### config.mk
export PLATFORM = sky130hd
export DESIGN_NAME = gpio_irq_top
export DESIGN_NICKNAME = d
export VERILOG_FILES = /design/src/rtl/gpio_irq_pkg.sv /design/src/rtl/gpio_irq_ctrl.sv /design/src/rtl/gpio_irq_datapath.sv /design/src/rtl/gpio_irq_top.sv
export SDC_FILE = /design/constraint.sdc
export NUM_CORES = 1
export LEC_CHECK = 0
export BUFFER_PORTS_ARGS = -buffer_cell sky130_fd_sc_hd__buf_2
export CORE_AREA = 2 2 179 181
export DETAILED_ROUTE_END_ITERATION = 8
export DIE_AREA = 0 0 181 183
export PLACE_DENSITY = 0.88
export SYNTH_ARGS = -nofsm -noshare
export SYNTH_HDL_FRONTEND = slang
export SYNTH_SLANG_ARGS = --single-unit
export TNS_END_PERCENT = 5
### constraint.sdc
create_clock -name clk -period 6 [get_ports clk]
set_input_delay 0.3 -clock clk [delete_from_list [all_inputs] [get_ports clk]]
set_output_delay 0.3 -clock clk [all_outputs]
set_load 0.1 [all_outputs]
### src/rtl/gpio_irq_pkg.sv
package gpio_irq_pkg;
  localparam int WORD_W = 32;
  localparam int SEL_W  = 4;

  // strobes from the register decode into the datapath
  typedef struct packed {
    logic             statWr;
    logic             enWr;
    logic [SEL_W-1:0] wordSel;
  } ctrlStrobes_t;
endpackage

### src/rtl/gpio_irq_ctrl.sv
module gpio_irq_ctrl
  import gpio_irq_pkg::*;
#(
  parameter int NUM_PINS  = 95,
  parameter int ADDR_W    = 8,
  parameter int STAT_BASE = 'h80,
  parameter int EN_BASE   = 'h90
) (
  input  logic [ADDR_W-1:0]   busAddr,
  input  logic                busWrEn,
  input  logic [NUM_PINS-1:0] statusVec,
  input  logic [NUM_PINS-1:0] enableVec,
  output ctrlStrobes_t        strobes,
  output logic [WORD_W-1:0]   busRdData
);
  localparam int NUM_WORDS = (NUM_PINS + WORD_W - 1) / WORD_W;
  localparam int PAD_W     = NUM_WORDS * WORD_W;
  localparam int SPAN      = 4 * NUM_WORDS;

  logic [PAD_W-1:0]  statusPad, enablePad;
  logic [ADDR_W-1:0] statOff, enOff;
  logic              statHit, enHit;
  logic [SEL_W-1:0]  statIdx, enIdx;

  assign statusPad = PAD_W'(statusVec);
  assign enablePad = PAD_W'(enableVec);
  assign statOff   = busAddr - ADDR_W'(STAT_BASE);
  assign enOff     = busAddr - ADDR_W'(EN_BASE);
  assign statHit   = (statOff < ADDR_W'(SPAN)) && (statOff[1:0] == 2'b00);
  assign enHit     = (enOff < ADDR_W'(SPAN)) && (enOff[1:0] == 2'b00);
  assign statIdx   = SEL_W'(statOff >> 2);
  assign enIdx     = SEL_W'(enOff >> 2);

  always_comb begin
    strobes   = '0;
    busRdData = '0;
    if (statHit) begin
      strobes.statWr  = busWrEn;
      strobes.wordSel = statIdx;
      busRdData       = statusPad[int'(statIdx)*WORD_W +: WORD_W];
    end else if (enHit) begin
      strobes.enWr    = busWrEn;
      strobes.wordSel = enIdx;
      busRdData       = enablePad[int'(enIdx)*WORD_W +: WORD_W];
    end
  end
endmodule

### src/rtl/gpio_irq_datapath.sv
module gpio_irq_datapath
  import gpio_irq_pkg::*;
#(
  parameter int NUM_PINS = 95
) (
  input  logic                clk,
  input  logic                rstN,
  input  logic [NUM_PINS-1:0] pinIn,
  input  logic [NUM_PINS-1:0] trigLevel,
  input  logic [NUM_PINS-1:0] trigInvert,
  input  logic [NUM_PINS-1:0] senseDis,
  input  ctrlStrobes_t        strobes,
  input  logic [WORD_W-1:0]   wrData,
  output logic [NUM_PINS-1:0] statusVec,
  output logic [NUM_PINS-1:0] enableVec,
  output logic                irqReq
);
  logic [NUM_PINS-1:0] prevIn, evtHit, clrMask, enMask, enData;
  logic                primed;

  // one sample of history; edges need it, so nothing fires until primed
  always_ff @(posedge clk) begin
    if (!rstN) begin
      prevIn <= '0;
      primed <= 1'b0;
    end else begin
      prevIn <= pinIn;
      primed <= 1'b1;
    end
  end

  for (genvar p = 0; p < NUM_PINS; p++) begin : g_pin
    localparam int W = p / WORD_W;
    localparam int B = p % WORD_W;
    logic edgeSeen, levelSeen, wordHit;
    assign edgeSeen  = primed & (trigInvert[p] ? (prevIn[p] & ~pinIn[p])
                                               : (~prevIn[p] & pinIn[p]));
    assign levelSeen = trigInvert[p] ? pinIn[p] : ~pinIn[p];
    assign evtHit[p] = ~senseDis[p] & (trigLevel[p] ? levelSeen : edgeSeen);
    assign wordHit   = (strobes.wordSel == SEL_W'(W));
    assign clrMask[p] = strobes.statWr & wordHit & wrData[B];
    assign enMask[p]  = strobes.enWr & wordHit;
    assign enData[p]  = wrData[B];
  end

  // set beats clear: the event term is ORed after the clear mask
  always_ff @(posedge clk) begin
    if (!rstN) begin
      statusVec <= '0;
      enableVec <= '0;
    end else begin
      statusVec <= (statusVec & ~clrMask) | evtHit;
      enableVec <= (enableVec & ~enMask) | (enData & enMask);
    end
  end

  assign irqReq = |(statusVec & enableVec);
endmodule

### src/rtl/gpio_irq_top.sv
module gpio_irq_top
  import gpio_irq_pkg::*;
#(
  parameter int NUM_PINS  = 95,
  parameter int ADDR_W    = 8,
  parameter int STAT_BASE = 'h80,
  parameter int EN_BASE   = 'h90
) (
  input  logic                clk,
  input  logic                rstN,
  input  logic [NUM_PINS-1:0] pinIn,
  input  logic [NUM_PINS-1:0] trigLevel,
  input  logic [NUM_PINS-1:0] trigInvert,
  input  logic [NUM_PINS-1:0] senseDis,
  input  logic [ADDR_W-1:0]   busAddr,
  input  logic                busWrEn,
  input  logic [WORD_W-1:0]   busWrData,
  output logic [WORD_W-1:0]   busRdData,
  output logic                irqReq
);
  ctrlStrobes_t        strobes;
  logic [NUM_PINS-1:0] statusVec, enableVec;

  gpio_irq_ctrl #(
    .NUM_PINS(NUM_PINS), .ADDR_W(ADDR_W),
    .STAT_BASE(STAT_BASE), .EN_BASE(EN_BASE)
  ) ctrl_i (
    .busAddr(busAddr), .busWrEn(busWrEn),
    .statusVec(statusVec), .enableVec(enableVec),
    .strobes(strobes), .busRdData(busRdData)
  );

  gpio_irq_datapath #(.NUM_PINS(NUM_PINS)) dp_i (
    .clk(clk), .rstN(rstN), .pinIn(pinIn), .trigLevel(trigLevel),
    .trigInvert(trigInvert), .senseDis(senseDis), .strobes(strobes),
    .wrData(busWrData), .statusVec(statusVec), .enableVec(enableVec),
    .irqReq(irqReq)
  );
endmodule

# Word level (Yosys, flattened, before mapping)
# Cells that the tools add are included.
# W data, S select, Z words.
# word_totals
register_bits	286
in_bits	423
word_cells	1084
# op_classes
n_reduce_logical	6
n_lt_le_gt_ge	2
eq_ne	2
shift	2
n_addsub	2
muxes	292
bitwise_logic	774
# ops
op	count
$and A1 B1 Y1	481
$and A95 B95 Y95	4
$mux W1	288
$not A1 Y1	285
$shiftx A96 B10 Y32	2
$not A95 Y95	2
$or A95 B95 Y95	2
$reduce_or A95 Y1	1
$mux W32	2
$lt A8 B4 Y1 const B	2
$sub A8 B8 Y8 const B	2
$mux W5	1
$eq A4 B1 Y1 const B	1
$eq A4 B2 Y1 const B	1
$logic_not A2 Y1	2
$logic_not A4 Y1	1
$mux W4	1
$logic_and A1 B1 Y1	2

# Longest topological paths before layout
# Gate-level depths: netlist (run 1).
# logic_depth
depth_word	11
depth_mapped	9
depth_no_buf	7

# By module
# Synthesis (run 1) repeated with hierarchy kept, for this count alone.
# unflattened
cells_unflattened	1851
area_unflattened_um2	15657.5
# modules_own_cells
mod	cells_each	area_per_inst_um2	n_inst
gpio_irq_datapath	1573	13922.1	1
gpio_irq_ctrl	278	1735.4	1

# Least setup slack after synthesis (run 1)
# Ideal clock, no wire load.
# synth_timing
path_type	input-to-output
start	input busAddr[5]
end	output busRdData[30]
cell_stages	6
t_arrival_ns	3.887
slack_ns	1.813
cell_sequence	inv_1 -> ha_1 -> or4b_1 -> a311oi_2 -> a221oi_1 -> o32ai_1
# synth_between
elab_chain_len	5
elab_cells_between_ends	10
classes_between	add/sub (2); order compare (2); shift (2); mux (2); reduce/logical (2)
# synth_rtl
element	line_no	source
from (decl)	gpio_irq_top.sv:15	input logic [ADDR_W-1:0] busAddr,
branches (longest 4 deep; another with $sub A8 B8 Y8)	n/a	
$mux W32 (*)	gpio_irq_ctrl.sv:37	if (statHit) begin
to (decl)	gpio_irq_top.sv:18	output logic [WORD_W-1:0] busRdData,
# Every way passes the cells marked *.

# Worst setup path after layout (run 1)
# layout_timing
start	input busAddr[5]
end	output busRdData[23]
# Same word-level chain as after synthesis.

==> results of run 1 <==
-- cell families (layout without fill, tap and decap cells) --
family / after synthesis / count (layout) / synth area share [%]
muxes: 62 / 62 / 4.002
and+or+nand+nor: 670 / 670 / 24.64
DFF: 286 / 286 / 36.55
adders and majority gates: 3 / 3 / 0.2396
other: 0 / 2 / 0
AOI/OAI and AO/OA: 670 / 670 / 28.95
buffers and inverters: 196 / 619 / 5.232
xor gates and xnor gates: 7 / 7 / 0.3914
-- final timing paths --
kind,start,endpoint
worst min register to register,flip-flop,flip-flop
worst max-delay path,busAddr[5],busRdData[23]
worst min-delay path,pinIn[23],dp_i.prevIn[23]
worst max register to register,dp_i.primed,dp_i.statusVec[54]
-- per-layer routing --
layer	vias up	part of all wire [%]	track usage, %
met1	7944	36	36.41
met5	-	0.012	0
met4	2	7.4	22.83
met2	1027	46	54.94
met3	302	10	9.214
li1	7746	-	-
-- report_power, final --
part / internal, mW / switching, mW / total (mW)
clock network: 1.35 / 0.835 / 2.19
registers: 1.98 / 0.0823 / 2.07
logic: 0.284 / 0.317 / 0.601
-- stage by stage --
stage               util (%)  hold slack, ns  setup WS, ns  area (sq um)
finish                 61.79         0.01401         2.853         19300
global route           61.79         0.01638         2.724         19300
CTS                    61.78        0.005530         2.885         19290
detailed placement     57.97          0.4639         2.760         18100
global placement       57.97          0.4483         2.904         18100
floorplan                  -          0.3277         1.813         15670
-- cell usage in the layout (no fill, tap or decap), types with 8 or more instances in the layout --
master and instances:
a21boi_0 146, buf_2 453, a221o_1 10, o22ai_1 26
buf_4 13, inv_1 91, o21ai_0 104, dfxtp_1 285
nor2_1 91, a22oi_1 38, nand4b_1 88, mux2i_1 57
nor4b_1 88, o21a_1 89, a21oi_1 108, a211oi_1 89
nand4_1 9, and2_1 95, a21boi_1 38, clkbuf_16 38
nor2b_1 8, nand2_1 247
-- critical path, delay by kind of cell --
| family | cells | cell delay, ns |
|---|---|---|
| AO/OA/AOI/OAI | 2 | 0.29 |
| adder cells (fa/ha/maj) | 1 | 0.23 |
| AND/OR/NAND/NOR | 3 | 1.06 |
| buffers and inverters | 4 | 0.93 |
-- final cells by class --
class                      count  area, sq um  area share (%)
antenna                        2        5.005         0.02593
clock buffer                  50         1056           5.472
clock inverter                10        132.6          0.6872
inverter                      91        341.6           1.770
multi-input combinational   1412         9133           47.32
sequential                   286         5729           29.69
tap                          402        503.0           2.606
timing repair buffer         468         2399           12.43
==> reports/results.tsv, run 1 <==
stage	metric	value	unit
run_status	status	completed	
route	avgViaCountPerCell	6.255	
timing	hold_viol_final	0	
setup_path	cp_max_fo	32	
setup_path	rrSetupSlack	3.36	ns
timing	tightest_slew	1.054	ns
synth	ys_ff_latch	286	
synth	synthTopCellsByCount	dfxtp_1, nand2_1, a21boi_0, a21oi_1, o21ai_0	
global_route	grtUsageTotal	32.86	%
synth	yosysMostFrequentCell	dfxtp_1	
synth	synth_top_area_share	36.55	%
timing	final_max_slew_viol_count	0	
clock_network	post_cts_buffers	0	
timing	fmax	317.8	MHz
route	drc	0	
floorplanning	dieArea	33120	sq um
synth	avgSynthCellArea	8.271	sq um
timing	finalClockSkew	0.01139	ns
synth	netlist_area	15670	sq um
layout	area_growth	23.19	%
layout	fillers	2603	
pwr	power.density	251.5	nW/um^2
floorplanning	core-area	31230	sq um
clock_network	clock-sinks	286	
setup_path	cp_data_arrival_time	2.85	ns
layout	fin_cells	2721	
setup_path	critPathLaunchType	input pin	
synth	yosys.area.top_type	dfxtp_1	
clock_network	clk_latency	0.51	ns
synth	synth_edf_count	0	
global_route	grt_pass1_vias	16930	
timing	setup_tns	0	ns
pwr	total_power	4.854	mW
placement	numPortBuffers	455	
layout	drive_above_1_share	23.18	%
global_route	grt_pass1_wl	86660	um
min_path	worst_hold_path.num_cells	2	
clock_network	clk_path_buf_depth	3	
synth	yosysSeqAreaShare	36.55	%
global_route	antenna_found_initial	3	
setup_path	setup.worst_path.class	input pin to primary output	
pwr	leakagePower	7.851	nW
placement	place.gp.congestion	0.9466	
placement	dp.cells	2659	
timing	rsz0062_at_grt	no	
floorplanning	die_width	181	um
floorplanning	die_h	183	um
synth	synthTopCellsByArea	dfxtp_1, a21boi_0, nand2_1	
timing	setup_viol	0	
setup_path	rr_worst_depth	5	
setup_path	crit_path_cell_trace	buf_2, inv_1, ha_1, or4b_1, or3_1, buf_4, o22ai_1, a21oi_1, nand2_1, buf_2	
floorplanning	initial_utilization	50.16	%
clock_network	cts_tree	yes	
timing	period_minus_slack	3.147	ns
flow_run	max_cap_violations	0	
global_route	grt_max_degree	114	
clock_network	root_buffer	clkbuf_16	
route	wl_per_cell	20.84	um
route	vias	17020	
synth	synthDistinctLibCells	53	
setup_path	critPathMaxStageDelay	0.54	ns
route	routed_wl	56710	um
placement	dp_hpwl	41300	um
synth	syn_inst	1894	
clock_network	numCtsBuffers	34	
setup_path	worst_path_max_delay_cell	or4b_1	
setup_path	required	5.70	ns
timing	relSlewSlack	29.72	%
synth	yosysWarnings	0	
floorplanning	ios	456	
setup_path	worstSetupEndpointType	primary output	
floorplanning	rows	65	
route	first_pass_iters	7	
synth	synth_flop_cell	dfxtp_1	
pwr	peakVddDrop	167.4	uV
route	drt_iter0_drc	1423	
clock_network	clkSlewWorstSetupHoldPaths	0.06	ns
synth	syn_nets	2320	
route	final_antenna_net_count	0	
setup_path	crit_top_cell	buf_2	
clock_network	holdBufCountCts	0	
timing	final.period_utilization	52.44	%
layout	nNetsFinal	2719	
synth	async_flop_share	0	%
global_route	overflow	0	
min_path	hold_path.class	input pin to flip-flop	
clock_network	cts.htree.levels	2	
clock_network	cts_resized	0	
(Power assumes the default switching activity.)
==> run 2: changes to the inputs <==
CORE_AREA = not set   (was 2 2 179 181)
CORE_MARGIN = 2   (was not set)
CORE_UTILIZATION = 48   (was not set)
DIE_AREA = not set   (was 0 0 181 183)
clock period = 2.6 ns   (was 6 ns; I/O delays follow)
==> run 2 against run 1 <==
Effect of this change:
- sequential cell count unchanged
- sequential share of layout area down 3.8 points
- register-to-register slack worse by 3.1 ns
- sequential power up 130%
- global-route usage up 4.1 points
- power up 140%
- critical path depth down 1
- highest routed layer unchanged
==> reports/results.tsv, run 2 (synthesis gave the netlist of run 1 again) <==
stage	metric	value	unit
run_status	status	completed	
layout	multiInputGateArea	9153	sq um
route	drt_iter0_drc	1866	
placement	numPortBuffers	455	
route	vias	18870	
floorplanning	die_h	184.7	um
clock_network	clk_latency	0.52	ns
layout	seq_area	5729	sq um
timing	fmax	396.3	MHz
setup_path	rr_worst_depth	5	
timing	final_max_slew_viol_count	0	
route	wl_per_cell	21.92	um
timing	period_minus_slack	2.524	ns
route	avgViaCountPerCell	6.302	
global_route	grt_pass1_wl	99080	um
pwr	leakagePower	8.941	nW
floorplanning	core-area	32370	sq um
setup_path	setup.worst_path.class	input pin to primary output	
floorplanning	initial_utilization	48.39	%
setup_path	worstSetupEndpointType	primary output	
floorplanning	dieArea	34100	sq um
min_path	hold_path.class	input pin to flip-flop	
route	first_pass_iters	6	
setup_path	cp_data_arrival_time	2.39	ns
route	final_antenna_net_count	0	
global_route	grtUsageTotal	36.99	%
timing	hold_viol_final	0	
global_route	overflow	0	
setup_path	r2r-start	dp_i.primed	
placement	place.gp.congestion	0.9469	
route	drc	0	
floorplanning	ios	456	
setup_path	required	2.47	ns
timing	tightest_slew	1.033	ns
timing	setup_tns	0	ns
floorplanning	rows	66	
setup_path	crit_top_cell	buf_12	
timing	setup_viol	0	
setup_path	reg2reg_to	dp_i.statusVec[6]	
layout	nNetsFinal	2951	
global_route	grt_pass1_vias	18930	
timing	relSlewSlack	30.74	%
clock_network	clk_path_buf_depth	3	
clock_network	numCtsBuffers	34	
clock_network	clkSlewWorstSetupHoldPaths	0.06	ns
timing	final.period_utilization	97.06	%
layout	drive_above_1_share	22.09	%
setup_path	critPathMaxStageDelay	0.48	ns
placement	dp_hpwl	41850	um
flow_run	max_cap_violations	0	
layout	layout_commonest_cell	buf_2	
pwr	peakVddDrop	466.8	uV
clock_network	cts_tree	yes	
setup_path	worst_path_max_delay_cell	or4b_1	
global_route	antenna_found_initial	3	
clock_network	root_buffer	clkbuf_16	
setup_path	cp_max_fo	32	
setup_path	rrSetupSlack	0.30	ns
setup_path	critPathLaunchType	input pin	
route	routed_wl	65640	um
layout	final_cell_mix	buf_2, dfxtp_1, nand2_1	
setup_path	cp-startpoint	busAddr[4]	
timing	finalClockSkew	0.01142	ns
setup_path	crit_path_cell_trace	buf_2, inv_1, ha_1, or4b_1, or3_1, buf_12, o22ai_1, a221o_1, buf_12	
floorplanning	die_width	184.7	um
clock_network	cts.htree.levels	2	
global_route	grt_max_degree	149	
timing	whs	0.004573	ns
layout	fillers	2293	
clock_network	clock-sinks	286	
pwr	power.density	514.9	nW/um^2
layout	area_growth	41.54	%
setup_path	crit_path_end	busRdData[5]	
==> run 2: cell types whose count changed in the layout (fill, tap and decap cells not counted), moves of 2 or more <==
cell           previous run  this run
buf_12                    1        42
buf_2                   453       421
buf_4                    13        28
buf_6                     0         2
clkbuf_1                  6         8
clkbuf_16                38        35
dlygate4sd3_1             0       206
==> run 2: metrics by stage <==
step | power, mW | instance area (sq um) | setup WS [ns] | cells | util [%]
3_3_place_gp | 6.155 | 18960 | 0.1173 | 2725 | 58.56
2_1_floorplan | 5.468 | 15680 | -0.1347 | 1894 | -
6_report | 11.42 | 22170 | 0.07636 | 2994 | 68.49
5_1_grt | 11.78 | 22170 | -0.009871 | 2992 | 68.48
4_1_cts | 11.34 | 22150 | 0.1264 | 2991 | 68.43
3_5_place_dp | 6.244 | 18960 | 0.1082 | 2725 | 58.56
==> run 2: power by group <==
part / internal [mW] / leakage, nW / switching [mW] / total, mW
registers: 4.58 / 2.35 / 0.192 / 4.77
clock network: 2.95 / 0.555 / 1.95 / 4.90
logic: 0.883 / 6.04 / 0.857 / 1.74
total: 8.41 / 8.94 / 3.00 / 11.4
==> run 2: per-layer routing <==
| metal | global-route usage [%] | wire length (um) | vias up |
|---|---|---|---|
| met5 | 0 | 11 | - |
| met4 | 24.19 | 4429 | 2 |
| met3 | 9.781 | 7309 | 408 |
| met2 | 62.00 | 30660 | 1403 |
| met1 | 41.48 | 23230 | 8854 |
| li1 | - | - | 8200 |
==> run 2: final cells by class <==
| cell class | count | share of cell area (%) |
|---|---|---|
| antenna | 3 | 0.03386 |
| clock buffer | 49 | 4.458 |
| clock inverter | 11 | 0.6489 |
| inverter | 91 | 1.541 |
| multi-input combinational | 1412 | 41.28 |
| sequential | 286 | 25.84 |
| tap | 442 | 2.494 |
| timing repair buffer | 700 | 23.71 |
==> run 2: critical path: cells and delay by family <==
kind / cells / cell delay [ns]
compound gates: 2 / 0.54
fa+ha+maj: 1 / 0.21
simple gates: 2 / 0.89
buf+inv: 4 / 0.60
==> run 2: worst min-delay path by stage <==
stage               cells after the start            endpoint    startpoint  slack, ns
global route                            3  dp_i.statusVec[44]  senseDis[44]      0.002
floorplan                               0         dp_i.primed          rstN       0.16
global placement                        2     dp_i.prevIn[25]     pinIn[25]       0.36
CTS                                     3  dp_i.statusVec[44]  senseDis[44]      0.004
detailed placement                      2     dp_i.prevIn[12]     pinIn[12]       0.36
finish                                  3  dp_i.statusVec[46]  senseDis[46]      0.005
==> run 2: what timing repair did <==
action                                 CTS  global route
setup endpoints to repair                0             4
setup buffers                            0             0
hold buffers                           206             0
resized for setup                        0             3
endpoints found under the hold margin  261             0
==> run 3: changes to the inputs <==
RECOVER_POWER = 50   (was not set)
==> run 3 against run 2 <==
Effect of this change:
- the flow now finishes with violations (capacitance limit)
- critical path type unchanged
- largest power group unchanged
- highest routed layer unchanged
- register-to-register slack better by 0.04 ns
- maximum frequency is 0.13% lower
- global-route usage stayed put
- sequential cell count stayed put
==> reports/results.tsv, run 3 (synthesis gave the netlist of run 1 again) <==
stage	metric	value	unit
floorplanning	dieArea	34100	sq um
clock_network	clk_latency	0.52	ns
min_path	holdPathEnd	dp_i.statusVec[46]	
timing	final_max_slew_viol_count	0	
min_path	hold_path.class	input pin to flip-flop	
global_route	grt_pass1_vias	18930	
min_path	min_from	senseDis[46]	
setup_path	critPathLaunchType	input pin	
placement	place.gp.congestion	0.9469	
pwr	peakVddDrop	466.2	uV
floorplanning	die_width	184.7	um
timing	final.period_utilization	97.19	%
timing	period_minus_slack	2.527	ns
global_route	grt_max_degree	149	
route	drc	0	
clock_network	root_buffer	clkbuf_16	
global_route	overflow	0	
floorplanning	core-area	32370	sq um
clock_network	cts.htree.levels	2	
floorplanning	die_h	184.7	um
layout	final_cell_mix	buf_2, dfxtp_1, nand2_1	
route	wl_per_cell	22.03	um
setup_path	required	2.47	ns
placement	dp_slack	0.1082	ns
placement	numPortBuffers	455	
setup_path	cp_max_fo	32	
route	vias	18760	
layout	area_growth	41.10	%
flow_run	max_cap_violations	1	
route	avgViaCountPerCell	6.265	
timing	tightest_slew	1.498	ns
layout	seq_area	5729	sq um
clock_network	clkSlewWorstSetupHoldPaths	0.06	ns
clock_network	post_cts_buffers	0	
layout	fin_util	68.28	%
floorplanning	rows	66	
route	drt_iter0_drc	1720	
timing	fmax	395.7	MHz
route	final_antenna_net_count	0	
route	routed-wl-met2	30650	um
run_status	status	complete, but fails checks	
global_route	grtUsageTotal	36.99	%
run_status	violations	capacitance limit	
clock_network	clock-sinks	286	
setup_path	r2r-start	dp_i.primed	
setup_path	cp_data_arrival_time	2.40	ns
layout	drive_above_1_share	21.85	%
timing	relSlewSlack	0.1026	%
timing	whs	0.009246	ns
clock_network	clk_path_buf_depth	3	
global_route	antenna_found_initial	3	
timing	hold_viol_final	0	
setup_path	rr_worst_depth	5	
setup_path	worstSetupEndpointType	primary output	
clock_network	numCtsBuffers	34	
min_path	worst_hold_path.num_cells	3	
route	met1_length	23550	um
timing	setup_ws	0.07297	ns
route	top_layer	met5	
pwr	leakagePower	8.872	nW
setup_path	reg2reg_to	dp_i.statusVec[6]	
setup_path	rrSetupSlack	0.34	ns
global_route	grt_pass1_wl	99080	um
setup_path	setup.worst_path.class	input pin to primary output	
layout	layout_commonest_cell	buf_2	
route	routed_wl	65960	um
layout	fillers	2306	
timing	finalClockSkew	0.009594	ns
pwr	power.density	516.5	nW/um^2
clock_network	cts_tree	yes	
pwr	total_power	11.42	mW
route	wl_met3	7255	um
timing	setup_viol	0	
floorplanning	ios	456	
route	first_pass_iters	6	
layout	multiInputGateArea	9138	sq um
layout	nNetsFinal	2951	
floorplanning	initial_utilization	48.39	%
placement	dp_hpwl	41850	um
## run 3: through the flow
step | cells | TNS [ns] | cell area, sq um
after floorplan | 1894 | -1.363 | 15680
after global placement | 2725 | 0 | 18960
after detailed placement | 2725 | 0 | 18960
after CTS | 2991 | 0 | 22150
after global routing | 2992 | -0.01352 | 22100
final | 2994 | 0 | 22100
## run 3: worst max-delay path by stage
stage | from | endpoint | slack, ns | cells past startpoint
after global placement | busAddr[4] | busRdData[5] | 0.12 | 9
after detailed placement | busAddr[5] | dp_i.statusVec[52] | 0.11 | 10
final | busAddr[5] | busRdData[5] | 0.07 | 9
after floorplan | busAddr[5] | busRdData[31] | -0.13 | 6
after CTS | busAddr[5] | busRdData[21] | 0.13 | 11
after global routing | busAddr[5] | dp_i.statusVec[90] | -0.01 | 11
## run 3: final cells by class
type                       instances  area share (%)
inverter                          91           1.545
sequential                       286           25.92
multi-input combinational       1412           41.34
clock buffer                      49           4.472
clock inverter                    11          0.6510
antenna                            3         0.03396
timing repair buffer             700           23.54
tap                              442           2.502
## run 3: layer usage
layer | GRT usage, % | vias up
met2 | 62.00 | 1411
met5 | 0 | -
li1 | - | 8202
met1 | 41.48 | 8730
met3 | 9.781 | 411
met4 | 24.19 | 2
## run 3: power breakdown
group          internal (mW)  leakage [nW]  total (mW)  switching, mW
Clock                   2.95         0.555        4.91           1.96
Combinational          0.877          5.97        1.73          0.858
Sequential              4.58          2.35        4.77          0.192
## run 3: worst max-delay path: stages
cell,delay [ns]
buf_2,0.11
inv_1,0.09
ha_1,0.22
or4b_1,0.49
or3_1,0.41
buf_12,0.20
o22ai_1,0.30
a221o_1,0.23
buf_12,0.19
## run 3: what timing repair did
action,in CTS,in global routing
hold buffers,206,0
resized for setup,0,3
hold endpoints to repair,261,0
setup endpoints to repair,0,4
